$ cat src/rtl/epx_pkg.sv
// Package: epx_pkg
// Shared types for the edge-to-pulse encoder. Assumes nothing beyond
// a single clock domain for every module that imports it.
package epx_pkg;

    // Which strobe, if any, is sent in a cycle.
    typedef enum logic [1:0] {
        STROBE_NONE  = 2'b00,
        STROBE_SET   = 2'b01,
        STROBE_RESET = 2'b10
    } strobe_kind_e;

endpackage

$ cat src/rtl/epx_sync.sv
// Module: epx_sync
// Multi-stage synchronizer for asynchronous level inputs. Each bit
// goes through STAGES flops. Assumes each input bit is a slowly
// changing level; buses whose bits must stay coherent are not
// supported. Synchronous active-low reset loads RESET_VAL.
module epx_sync #(
    parameter int unsigned      WIDTH     = 1,
    parameter int unsigned      STAGES    = 2,
    parameter logic [WIDTH-1:0] RESET_VAL = '0
) (
    input  logic             clk,
    input  logic             rst_n,
    input  logic [WIDTH-1:0] async_in,
    output logic [WIDTH-1:0] sync_out
);

    logic [WIDTH-1:0] chain [STAGES];

    for (genvar s = 0; s < STAGES; s++) begin : g_stage
        if (s == 0) begin : g_first
            // First stage: capture the asynchronous input.
            always_ff @(posedge clk) begin
                if (!rst_n) chain[s] <= RESET_VAL;
                else        chain[s] <= async_in;
            end
        end else begin : g_next
            // Later stages: move the value one flop along.
            always_ff @(posedge clk) begin
                if (!rst_n) chain[s] <= RESET_VAL;
                else        chain[s] <= chain[s-1];
            end
        end
    end

    assign sync_out = chain[STAGES-1];

endmodule

$ cat src/rtl/epx_edge_detect.sv
// Module: epx_edge_detect
// Compares the synchronized level with its value one cycle earlier and
// flags rising and falling changes. Assumes the level is already
// synchronous. The stored level clears to 0 on reset, so a high level
// right after reset counts as a rising change.
module epx_edge_detect (
    input  logic clk,
    input  logic rst_n,
    input  logic level,
    output logic rise,
    output logic fall
);

    logic level_prev;

    // Remember last cycle's level.
    always_ff @(posedge clk) begin
        if (!rst_n) level_prev <= 1'b0;
        else        level_prev <= level;
    end

    // Decode the direction of the change.
    always_comb begin
        rise = level & ~level_prev;
        fall = ~level & level_prev;
    end

endmodule

$ cat src/rtl/epx_idle_timer.sv
// Module: epx_idle_timer
// Counts cycles since the last strobe. Raises expire when keep-alive is
// enabled and IDLE_CYCLES cycles have passed. The count clears on restart
// and on expiry. It saturates while disabled, so enabling keep-alive after a
// long quiet spell expires at once. Assumes IDLE_CYCLES >= 2.
module epx_idle_timer #(
    parameter int unsigned IDLE_CYCLES = 7000
) (
    input  logic clk,
    input  logic rst_n,
    input  logic enable,
    input  logic restart,
    output logic expire
);

    localparam int unsigned        CNT_W = $clog2(IDLE_CYCLES);
    localparam logic [CNT_W-1:0]   LAST  = CNT_W'(IDLE_CYCLES - 1);

    logic [CNT_W-1:0] count;

    // Expiry: keep-alive on, count at its last value, and no edge this cycle.
    always_comb begin
        expire = enable && (count == LAST) && !restart;
    end

    // Idle count: clears on any strobe, otherwise climbs to LAST and holds.
    always_ff @(posedge clk) begin
        if (!rst_n)                 count <= '0;
        else if (restart || expire) count <= '0;
        else if (count != LAST)     count <= count + CNT_W'(1);
    end

    assert_count_bound_R4: assert property (@(posedge clk) disable iff (!rst_n)
        count <= LAST);

    assert_expire_clears_R4: assert property (@(posedge clk) disable iff (!rst_n)
        expire |=> (count == '0));

endmodule

$ cat src/rtl/edge_pulse_tx.sv
// Module: edge_pulse_tx
// Sending side of a strobe-coded level channel. Synchronizes the data
// input and the active-low keep-alive enable. Turns rising and falling
// edges into one-cycle set and reset strobes. When keep-alive is on,
// re-sends a level-encoding strobe after IDLE_CYCLES quiet cycles.
// Assumes a single clock and synchronous active-low reset.
module edge_pulse_tx #(
    parameter int unsigned IDLE_CYCLES = 7000,
    parameter int unsigned SYNC_STAGES = 2
) (
    input  logic clk,
    input  logic rst_n,
    input  logic din,
    input  logic refresh_en_n,
    output logic set_pulse,
    output logic reset_pulse
);
    import epx_pkg::*;

    logic         level_s;
    logic         ka_off_s;
    logic         rise;
    logic         fall;
    logic         edge_seen;
    logic         fire;
    strobe_kind_e kind;

    // Data path synchronizer; resets low to match the cleared previous level.
    epx_sync #(
        .WIDTH     (1),
        .STAGES    (SYNC_STAGES),
        .RESET_VAL (1'b0)
    ) u_sync_data (
        .clk      (clk),
        .rst_n    (rst_n),
        .async_in (din),
        .sync_out (level_s)
    );

    // Enable synchronizer; resets high so keep-alive starts off.
    epx_sync #(
        .WIDTH     (1),
        .STAGES    (SYNC_STAGES),
        .RESET_VAL (1'b1)
    ) u_sync_en (
        .clk      (clk),
        .rst_n    (rst_n),
        .async_in (refresh_en_n),
        .sync_out (ka_off_s)
    );

    epx_edge_detect u_edge (
        .clk   (clk),
        .rst_n (rst_n),
        .level (level_s),
        .rise  (rise),
        .fall  (fall)
    );

    assign edge_seen = rise | fall;

    epx_idle_timer #(
        .IDLE_CYCLES (IDLE_CYCLES)
    ) u_timer (
        .clk     (clk),
        .rst_n   (rst_n),
        .enable  (~ka_off_s),
        .restart (edge_seen),
        .expire  (fire)
    );

    // Choose the strobe: edges first, keep-alive follows the level.
    always_comb begin
        kind = STROBE_NONE;
        if (rise)       kind = STROBE_SET;
        else if (fall)  kind = STROBE_RESET;
        else if (fire)  kind = level_s ? STROBE_SET : STROBE_RESET;
    end

    // Register the strobes so the outputs are glitch-free single-cycle pulses.
    always_ff @(posedge clk) begin
        if (!rst_n) begin
            set_pulse   <= 1'b0;
            reset_pulse <= 1'b0;
        end else begin
            set_pulse   <= (kind == STROBE_SET);
            reset_pulse <= (kind == STROBE_RESET);
        end
    end

    assert_exclusive_R9: assert property (@(posedge clk) disable iff (!rst_n)
        !(set_pulse && reset_pulse));

    assert_set_width_R3: assert property (@(posedge clk) disable iff (!rst_n)
        set_pulse |=> !set_pulse);

    assert_reset_width_R3: assert property (@(posedge clk) disable iff (!rst_n)
        reset_pulse |=> !reset_pulse);

    assert_rise_strobe_R1: assert property (@(posedge clk) disable iff (!rst_n)
        rise |=> set_pulse);

    assert_fall_strobe_R2: assert property (@(posedge clk) disable iff (!rst_n)
        fall |=> reset_pulse);

    assert_refresh_level_R5: assert property (@(posedge clk) disable iff (!rst_n)
        fire |=> (set_pulse == $past(level_s)) && (reset_pulse == !$past(level_s)));

    assert_quiet_when_off_R6: assert property (@(posedge clk) disable iff (!rst_n)
        (ka_off_s && !edge_seen) |=> !(set_pulse || reset_pulse));

endmodule

$ cat config.mk
export PLATFORM = sky130hd
export DESIGN_NAME = edge_pulse_tx
export DESIGN_NICKNAME = d
export VERILOG_FILES = /design/src/rtl/epx_pkg.sv /design/src/rtl/epx_sync.sv /design/src/rtl/epx_edge_detect.sv /design/src/rtl/epx_idle_timer.sv /design/src/rtl/edge_pulse_tx.sv
export SDC_FILE = /design/constraint.sdc
export NUM_CORES = 1
export LEC_CHECK = 0
export ABC_AREA = 1
export BUFFER_PORTS_ARGS = -buffer_cell sky130_fd_sc_hd__buf_2
export CORE_ASPECT_RATIO = 0.6
export CORE_MARGIN = 3
export CORE_UTILIZATION = 50
export DETAILED_ROUTE_END_ITERATION = 8
export PLACE_DENSITY = 0.7
export SLEW_MARGIN = 20
export SYNTH_ARGS = -nofsm -noshare
export SYNTH_HDL_FRONTEND = slang
export SYNTH_SLANG_ARGS = --single-unit
$ cat constraint.sdc
create_clock -name clk -period 1.53 [get_ports clk]
set_clock_uncertainty 0.2 [all_clocks]
set_input_delay 0 -clock clk [delete_from_list [all_inputs] [get_ports clk]]
set_output_delay 0 -clock clk [all_outputs]
set_load 0.02 [all_outputs]
### After elaboration in Yosys (flattened, before gate mapping)

Memory sizes are Yosys's and may differ from the RTL's.
Index checks and enable logic that the tools add are counted.

| word-level totals | value |
|---|---|
| bits in registers | 16 |
| RAM bits | 4 |
| input port bits | 4 |
| output and inout bits | 2 |
| logic and storage cells | 37 |
| memories | 2 |

Memories:

| memory | words | bits a word | rd ports | clocked after Yosys merged registers in | write ports | line | RTL |
|---|---|---|---|---|---|---|---|
| u_sync_data.chain | 2 | 1 | 2 | 0 | 2 | epx_sync.sv:17 | `logic [WIDTH-1:0] chain [STAGES];` |
| u_sync_en.chain | 2 | 1 | 2 | 0 | 2 | epx_sync.sv:17 |  |

| operators by class | value |
|---|---|
| add/subtract/negate cells | 1 |
| eq/ne operators | 4 |
| muxes and demuxes | 10 |
| bitwise gates (word level) | 11 |
| reductions and logical operators | 5 |

Operators by type and width:

| kind | number |
|---|---|
| $add A13 B1 Y13 const B | 1 |
| $eq A13 B13 Y1 const B | 1 |
| $ne A13 B13 Y1 const B | 1 |
| $mux W2 | 4 |
| $mux W1 | 6 |
| $or A1 B1 Y1 | 5 |
| $not A1 Y1 | 4 |
| $and A1 B1 Y1 | 2 |
| $eq A2 B1 Y1 const B | 1 |
| $eq A2 B2 Y1 const B | 1 |
| $logic_and A1 B1 Y1 | 2 |
| $reduce_or A2 Y1 | 1 |
| $logic_not A1 Y1 | 1 |
| $logic_or A1 B1 Y1 | 1 |

### Logic depth before layout (Yosys ltp)

Gate-level depths: netlist (run 1).

| logic depth | value |
|---|---|
| word-level depth | 9 |
| gate-level depth with buffers | 10 |
| depth with buffers taken out | 10 |

### By module

Synthesis (run 1) repeated with hierarchy kept, for this count alone.

| second synthesis, totals | value |
|---|---|
| cell total of the unflattened synthesis | 167 |
| area, all modules | 1093.5 sq um |

Modules (own cells, without submodules):

| module | times used | cells an instance | area each (sq um) | seq. area each (sq um) |
|---|---|---|---|---|
| epx_idle_timer | 1 | 135 | 850.8 | 260.2 |
| epx_sync | 2 | 6 | 55.1 | 40.0 |
| edge_pulse_tx | 1 | 13 | 87.6 | 40.0 |
| epx_edge_detect | 1 | 7 | 45.0 | 20.0 |

### Worst setup path before layout (run 1)

No wires, ideal clock.

| path | value |
|---|---|
| path type | register to register |
| start | reg u_timer.count[0] |
| end | reg u_timer.count[5] |
| library setup time | 0.116 ns |
| data arrival time | 1.156 ns |
| data required time | 1.214 ns |
| path slack | 0.058 ns |
| stages on the path, launching flop included | 10 |
| path buffers | 1 |
| clock period less this slack | 1.472 ns |
| cells stage by stage | dfxtp_1 ha_1 nand2_1 inv_1 nand2_1 inv_1 nand3_2 nand3_4 buf_12 nor2_2 |

| between the ends | value |
|---|---|
| cells in the longest elaborated chain, start to end | 5 |
| elaborated cells on any way between the ends | 7 |
| those cells by class | add/sub (1); eq/ne (2); reduce/logical (4) |

Ends and longest elaborated chain:

| item | line | RTL |
|---|---|---|
| start, declared | epx_idle_timer.sv:19 | `logic [CNT_W-1:0] count;` |
| start signal, assigned | epx_idle_timer.sv:30 | `else if (count != LAST) count <= count + CNT_W'(1);` |
| branches (longest 5 deep; another with $add A13 B1 Y13) | n/a |  |

Several ways; the timed one is not identified.
A chain may end at the register's enable or synchronous reset.

### Worst setup path after layout (run 1)

| path | value |
|---|---|
| start | reg u_timer.count[1] |
| end | reg u_timer.count[1] |

Same word-level chain as after synthesis.

==> results of run 1 <==
## through the flow
stage	worst slack (ns)	power [µW]	hold WS, ns	std cells	util (%)
CTS	0.0232	1070	0.224	200	66.2
global placement	-0.0139	612	-0.0273	191	59.8
detailed placement	-0.0872	615	-0.0249	191	59.8
finish	-0.00545	1090	0.222	204	70.7
floorplan	0.0580	610	-0.115	154	-
global route	-0.0778	1130	0.251	204	70.7
## cells in the mapped netlist, drive strengths merged
cell type	count	area, µm²
ha	3	37.5
a21oi	2	10.0
dfxtp	20	400
o21ai	1	5.00
nand3	11	72.6
nand3b	3	22.5
nor2	28	155
nand4	6	37.5
buf	2	27.5
nand2	40	153
inv	32	120
nor3	1	5.00
xor2	5	43.8
## final cells by class
cell class | count | area (µm²) | area share (%)
timing repair buffer | 19 | 146 | 10.6
tap | 28 | 35.0 | 2.54
sequential | 20 | 414 | 30.0
multi-input combinational | 101 | 612 | 44.3
clock buffer | 3 | 22.5 | 1.63
inverter | 32 | 120 | 8.70
clock inverter | 1 | 30.0 | 2.18
## flip-flops by register name, indices dropped and copies added (netlist names)
signal	count
reset_pulse	1
set_pulse	1
u_edge.level_prev	1
u_sync_data.chain	2
u_sync_en.chain	2
u_timer.count	13
## path summary, 6_finish.rpt
| path | to | slack (ns) | depth (start not counted) |
|---|---|---|---|
| setup / recovery | u_timer.count[1] | -0.005 | 10 |
| hold reg to reg | u_sync_en.chain[1] | 0.22 | 2 |
| setup reg to reg | u_timer.count[1] | -0.005 | 10 |
| hold / removal | u_sync_en.chain[1] | 0.22 | 2 |
## kinds of logic after synthesis
| group | after synthesis |
|---|---|
| and+or+nand+nor | 89 |
| DFF | 20 |
| adders and majority gates | 3 |
| xor gates and xnor gates | 5 |
| AOI/OAI and AO/OA | 3 |
| buffers and inverters | 34 |
## layout by cell type (no fill, tap or decap)
master,instances
nand4_1,6
nand3_4,4
nand2_1,38
nor2_2,11
nand3b_1,3
clkbuf_4,3
inv_2,4
bufinv_16,1
buf_4,8
nor2_4,3
inv_1,28
ha_1,1
nor3_1,1
ha_4,1
xor2_1,5
nand3_1,5
dfxtp_1,15
dfxtp_2,2
o21ai_0,1
dfxtp_4,3
buf_6,1
a21oi_1,2
nand3_2,3
dlygate4sd3_1,5
buf_2,5
nor2_1,14
ha_2,1
nand2_2,2
## report_power, final
part / leakage, µW / switching (µW) / internal, µW
registers: 0.000166 / 12.6 / 533
clock network: 0.0000279 / 183 / 265
logic: 0.000387 / 50.4 / 42.1
total: 0.000581 / 246 / 841
## worst max-delay path, cell delays in order, from the launching register on
cell,delay [ns]
dfxtp_4,0.39
ha_4,0.16
nand2_1,0.07
inv_1,0.07
nand2_1,0.06
inv_2,0.11
nand3_1,0.15
nand2_1,0.12
nand2_2,0.05
inv_1,0.05
nor2_1,0.03
## routing by layer
| metal | GRT usage [%] | up-vias | routed length [µm] |
|---|---|---|---|
| met1 | 24.0 | 456 | 1160 |
| met2 | 26.4 | 42 | 1120 |
| li1 | - | 512 | - |
| met5 | 0 | - | 0 |
| met3 | 6.43 | 6 | 214 |
| met4 | 5.67 | 0 | 51 |
## timing repair
action,4_1_cts,5_1_grt
pin swaps,1,4
buffers inserted,0,3
setup endpoints to repair,13,13
endpoints found under the hold margin,20,0
cloned,0,1
hold buffers,5,0
gates resized for setup,6,15
==> summary.txt, run 1 <==
Detailed routing
  – DRT antenna net count: 0
  – Via-to-Cell Ratio: 4.98
  – Remaining DRCs: 0
  – First-pass detailed-route iteration total: 4
  – DR WL/cell: 12.5 µm
  – Post-Route WL: 2550 µm
  – First DRT Iteration DRCs: 99
  – Routed vias: 1,016

Timing
  – Fmax: 0.651 GHz
  – Final Cycle Share: 100%
  – Setup Viol. Count Final: 2
  – Final min period: 1.54 ns
  – Count of final max-slew check failures: 0
  – Hold Violations, Final: 0
  – Slew HR: 83.4%
  – Worst Tran Pin Value: 0.249 ns
  – Final TNS setup: -0.00960 ns
  – PnR worst setup slack: -0.00545 ns

Floorplan
  – Initial core utilization: 55.8%
  – DIE WIDTH: 66.3 µm
  – Die area: 2790 µm²
  – Chip height: 42.2 µm
  – Num ports: 6
  – Core area: 1950 µm²
  – Num rows: 12

Placed design
  – Placer Congestion: 0.829
  – Dpl hpwl: 1620 µm
  – I/O Buffers: 5
  – Placed Area: 1170 µm²

Flow run
  – Max Cap Viol: 0

Critical path
  – Worst Setup SP: u_timer.count[1]
  – Critical path arrival: 1.56 ns
  – Crit Path Class: register to register
  – Worst R2R Start: u_timer.count[1]
  – Worst Path Required: 1.56 ns
  – Critical path endpoint category: register
  – CP Launch Type: register
  – CP max FO: 4

Worst hold path
  – Worst min-delay path class: register to register
  – HP Start: u_sync_en.chain[0]

Synth
  – Gate Count Post-Synth: 154
  – Post-Syn Area: 1090 µm²
  – Avg Inst Size Synth: 7.08 µm²
  – Syn nets: 161
  – Multiplexer share of the synthesized area: 0%
  – Largest family of logic cells by synthesized area: simple AND/OR/NAND/NOR gates
  – Register bit total from synthesis: 20
  – Register area share after synthesis: 36.7%
  – Post-Synth XOR/XNOR Area: 4.02%
  – Netlist cell types: 20
  – Simple-Gate Fraction of Synth Area: 40.9%
  – Synth Area in Compound Gates: 1.38%
  – Ys Warns: 0
  – Post-Synth Adder-Cell Area: 3.44%

Clocking
  – Clock sinks: 20
  – Clock tree buffer depth: 2
  – CTS tree: built
  – CTS H-tree depth: 1
  – Worst-Skew Late Latency: 0.32 ns
  – Worst-path clk slew: 0.12 ns
  – Root buf cell: clkbuf_4
  – CTS Buf Count: 3

Power
  – Static leakage: 0.000581 µW
  – Max VDD drop: 0.641 mV
  – Power Dens Cells: 788 nW/µm²

Final layout
  – Net count, final: 184
  – Fillers: 152
  – Area grow syn2layout: 26.6%
  – Final Cell Area: 1380 µm²
  – Diode count: 0
  – Layout cells sized above 1: 29.5%

GRT
  – Largest net degree at the start of global routing: 14
  – Gr usage total: 17.9%
  – Initial antenna violation count: 0
  – Total grt overflow: 0
  – First-pass GRT wire length: 3700 µm
  – Vias in the first global route: 832

Run status
  – Violated checks: setup timing
  – Status: finished with violations
Note: power is estimated with default switching activity, not from simulation.
==> inputs of run 2 (changes only) <==
Settings changed: ABC_AREA 1 to 0, CORE_ASPECT_RATIO 0.6 to not set, PLACE_DENSITY 0.7 to 0.71.
==> run 2 against run 1 <==
Net effect:
- the run still ends with setup timing left
- first-iteration DRC count fell by 80%
- register-to-register slack got worse by 0.34 ns
- die area fell by 18%
- non-clock buffer count increased by 15
- fmax decreased by 18%
- wire length shrank 16%
- sequential share of layout area grew 2.1 points
- clock power shrank 45%
- sequential power barely moved
- design area shrank 8.3%
- via count decreased by 24%
- worst hold slack better by 0.24 ns
- critical endpoint is now u_timer.count[8]
==> summary.txt, run 2 <==
Run status
  – Status: finished with violations (unchanged)
  – Violated checks: setup timing (unchanged)

Power
  – Static leakage: 0.000515 µW (was 0.000581 µW)
  – Max VDD drop: 0.655 mV (was 0.641 mV)
  – Power Dens Cells: 716 nW/µm² (was 788 nW/µm²)

Critical path
  – Worst Path Required: 1.53 ns (was 1.56 ns)
  – Crit Path Class: register to register (unchanged)
  – Critical path arrival: 1.87 ns (was 1.56 ns)
  – CP max FO: 6 (was 4)
  – Critical path cell sequence: nand4bb_1 -> or4_4 -> o211ai_4 -> clkbuf_16 -> nor2_2 (was ha_4 -> nand2_1 -> inv_1 -> nand2_1 -> inv_2 -> nand3_1 -> nand2_1 -> nand2_2 -> inv_1 -> nor2_1)
  – CP max stage cell: or4_4 (was dfxtp_4)
  – CP Buf/Inv Count: 1 (was 3)
  – CP Launch Type: register (unchanged)
  – Top delay family on crit path: simple AND/OR/NAND/NOR gates (unchanged)
  – Slowest cell delay on critical path: 0.57 ns (was 0.39 ns)
  – Critical path endpoint category: register (unchanged)

Floorplan
  – DIE WIDTH: 47.7 µm (was 66.3 µm)
  – Num rows: 14 (was 12)
  – Chip height: 47.7 µm (was 42.2 µm)
  – Core area: 1580 µm² (was 1950 µm²)
  – Num ports: 6 (unchanged)
  – Initial core utilization: 55.2% (was 55.8%)
  – Die area: 2280 µm² (was 2790 µm²)

Flow run
  – Max Cap Viol: 0 (unchanged)

Detailed routing
  – DR WL/cell: 14.9 µm (was 12.5 µm)
  – Post-Route WL: 2130 µm (was 2550 µm)
  – DRT antenna net count: 0 (unchanged)
  – Routed vias: 772 (was 1,016)
  – Remaining DRCs: 0 (unchanged)
  – First DRT Iteration DRCs: 20 (was 99)
  – First-pass detailed-route iteration total: 5 (was 4)
  – Via-to-Cell Ratio: 5.40 (was 4.98)

Final layout
  – Diode count: 0 (unchanged)
  – Fillers: 104 (was 152)
  – Final Cell Area: 1260 µm² (was 1380 µm²)
  – Area of the multi-input gates: 494 µm² (was 612 µm²)
  – Final core occ: 80.2% (was 70.7%)
  – Register area: 407 µm² (was 414 µm²)
  – Area grow syn2layout: 45.3% (was 26.6%)
  – Layout cells sized above 1: 39.4% (was 29.5%)
  – Biggest register: u_timer.count (unchanged)
  – Regs by FF count: u_timer.count x13, u_sync_data.chain x2, u_sync_en.chain x2 (unchanged)
  – Flip-flop count of the largest register after layout: 13 (unchanged)
  – Commonest non-fill, non-tap cell in the layout: buf_4 (was nand2_1)
  – Most frequent cells in the layout: 17 x buf_4, 15 x dfxtp_1, 9 x nor2_2, 9 x xnor2_1, 9 x dlygate4sd3_1 (was 38 x nand2_1, 28 x inv_1, 15 x dfxtp_1)
  – Net count, final: 136 (was 184)

Timing
  – Slew HR: 74.1% (was 83.4%)
  – Hold Violations, Final: 0 (unchanged)
  – Final TNS setup: -5.01 ns (was -0.00960 ns)
  – Final Cycle Share: 123% (was 100%)
  – Setup Viol. Count Final: 15 (was 2)
  – Worst Tran Pin Value: 0.385 ns (was 0.249 ns)
  – Final min period: 1.88 ns (was 1.54 ns)
  – Count of final max-slew check failures: 0 (unchanged)
  – Fmax: 0.533 GHz (was 0.651 GHz)
  – RSZ-0062 raised after global routing: true
  – PnR worst setup slack: -0.346 ns (was -0.00545 ns)

Synth
  – Syn nets: 99 (was 161)
  – Most common cell in the netlist: dfxtp_1 (was nand2_1)
  – Post-Syn Area: 871 µm² (was 1090 µm²)
  – Synth top cells by count: 20 x dfxtp_1, 17 x nor2_1, 9 x xnor2_1 (was 39 x nand2_1, 29 x inv_1, 20 x dfxtp_1)
  – Ranking of synthesized cells by area: dfxtp_1 46%, xnor2_1 9.1%, nor2_1 7.3% (was dfxtp_1 37%, nand2_1 13%, inv_1 10%)
  – Synth async-reset ratio: 0% (unchanged)
  – EDFF count, synth: 0 (unchanged)
  – Cell accounting for the most synthesized area: dfxtp_1 (unchanged)
  – Gate Count Post-Synth: 92 (was 154)
  – Ys Warns: 0 (unchanged)
  – Netlist cell types: 24 (was 20)
  – Register bit total from synthesis: 20 (unchanged)
  – Ys flop type: dfxtp_1 (unchanged)
  – Register area share after synthesis: 46.0% (was 36.7%)
  – Avg Inst Size Synth: 9.47 µm² (was 7.08 µm²)
  – Area share of the largest cell type after synthesis: 46.0% (was 36.7%)

Clocking
  – Clock sinks: 20 (unchanged)
  – Worst-Skew Late Latency: 0.30 ns (was 0.32 ns)
  – Worst-path clk slew: 0.10 ns (was 0.12 ns)
  – Root buf cell: clkbuf_4 (unchanged)
  – CTS tree: built (unchanged)
  – Clock tree buffer depth: 2 (unchanged)
  – CTS Buf Count: 3 (unchanged)
  – CTS H-tree depth: 1 (unchanged)

Placed design
  – I/O Buffers: 5 (unchanged)
  – Placed Area: 1060 µm² (was 1170 µm²)
  – Post-Place Setup Slack: -0.325 ns (was -0.0872 ns)
  – Placer Congestion: 0.723 (was 0.829)
  – Dpl hpwl: 1180 µm (was 1620 µm)

GRT
  – First-pass GRT wire length: 3120 µm (was 3700 µm)
  – Largest net degree at the start of global routing: 14 (unchanged)
  – Initial antenna violation count: 0 (unchanged)
  – Gr usage total: 20.0% (was 17.9%)
  – Total grt overflow: 0 (unchanged)
  – Vias in the first global route: 713 (was 832)

Worst hold path
  – Worst min-delay path class: register to register (unchanged)
## run 2: tightest hold or removal path, cell delays in order (launching register included)
cell	delay (ns)
dfxtp_1	0.35
buf_4	0.12
xnor2_1	0.07
nor2_2	0.09
## run 2: final cells by class
cell class | instances | share of cell area [%]
well taps | 16 | 1.58
multi-input cells | 64 | 39.1
repair buffers | 34 | 23.6
inverters | 6 | 1.78
clock buffers | 3 | 1.78
flip-flops and latches | 20 | 32.1
## run 2: logic make-up (layout without fill, tap and decap cells)
family / count (synthesis) / after routing / share of synthesized area (%)
flip-flops: 20 / 20 / 46.0
XOR/XNOR: 10 / 10 / 10.1
AO/OA/AOI/OAI: 6 / 6 / 6.75
buffers and inverters: 8 / 43 / 5.17
AND/OR/NAND/NOR: 44 / 44 / 26.6
multiplexers: 1 / 1 / 1.15
adder cells (fa/ha/maj): 3 / 3 / 4.31
## run 2: worst paths after layout
| kind | from | end | slack [ns] | depth (start not counted) |
|---|---|---|---|---|
| hold / removal | u_timer.count[10] | u_timer.count[10] | 0.46 | 3 |
| setup reg to reg | u_timer.count[3] | u_timer.count[8] | -0.35 | 5 |
| setup / recovery | u_timer.count[3] | u_timer.count[8] | -0.35 | 5 |
| hold reg to reg | u_timer.count[10] | u_timer.count[10] | 0.46 | 3 |
## run 2: per-stage QoR
step | hold WS [ns] | instances | power, µW
after global routing | 0.488 | 143 | 949
after CTS | -0.196 | 140 | 882
after global placement | -0.0182 | 129 | 629
final | 0.457 | 143 | 906
after floorplan | -0.127 | 92 | 598
after detailed placement | -0.00991 | 129 | 630
## run 2: what timing repair did
item,CTS,global route
hold endpoints to repair,20,2
gates resized for setup,5,15
hold buffers,7,2
pin swaps,2,3
cloned,0,1
endpoints found under the setup margin,15,15
buffers inserted,1,0
## run 2: power by group
group	switching [µW]	internal (µW)	leakage, µW
Combinational	50.9	64.1	0.000337
Sequential	10.0	534	0.000165
Clock	155	91.8	0.0000138
Total	216	690	0.000515
## run 2: per-layer routing
layer,up-vias,global-route usage [%],routed length [µm]
met3,9,5.26,125
li1,378,-,-
met2,31,31.1,1100
met1,354,24.9,836
met4,0,10.8,63
met5,-,0,0
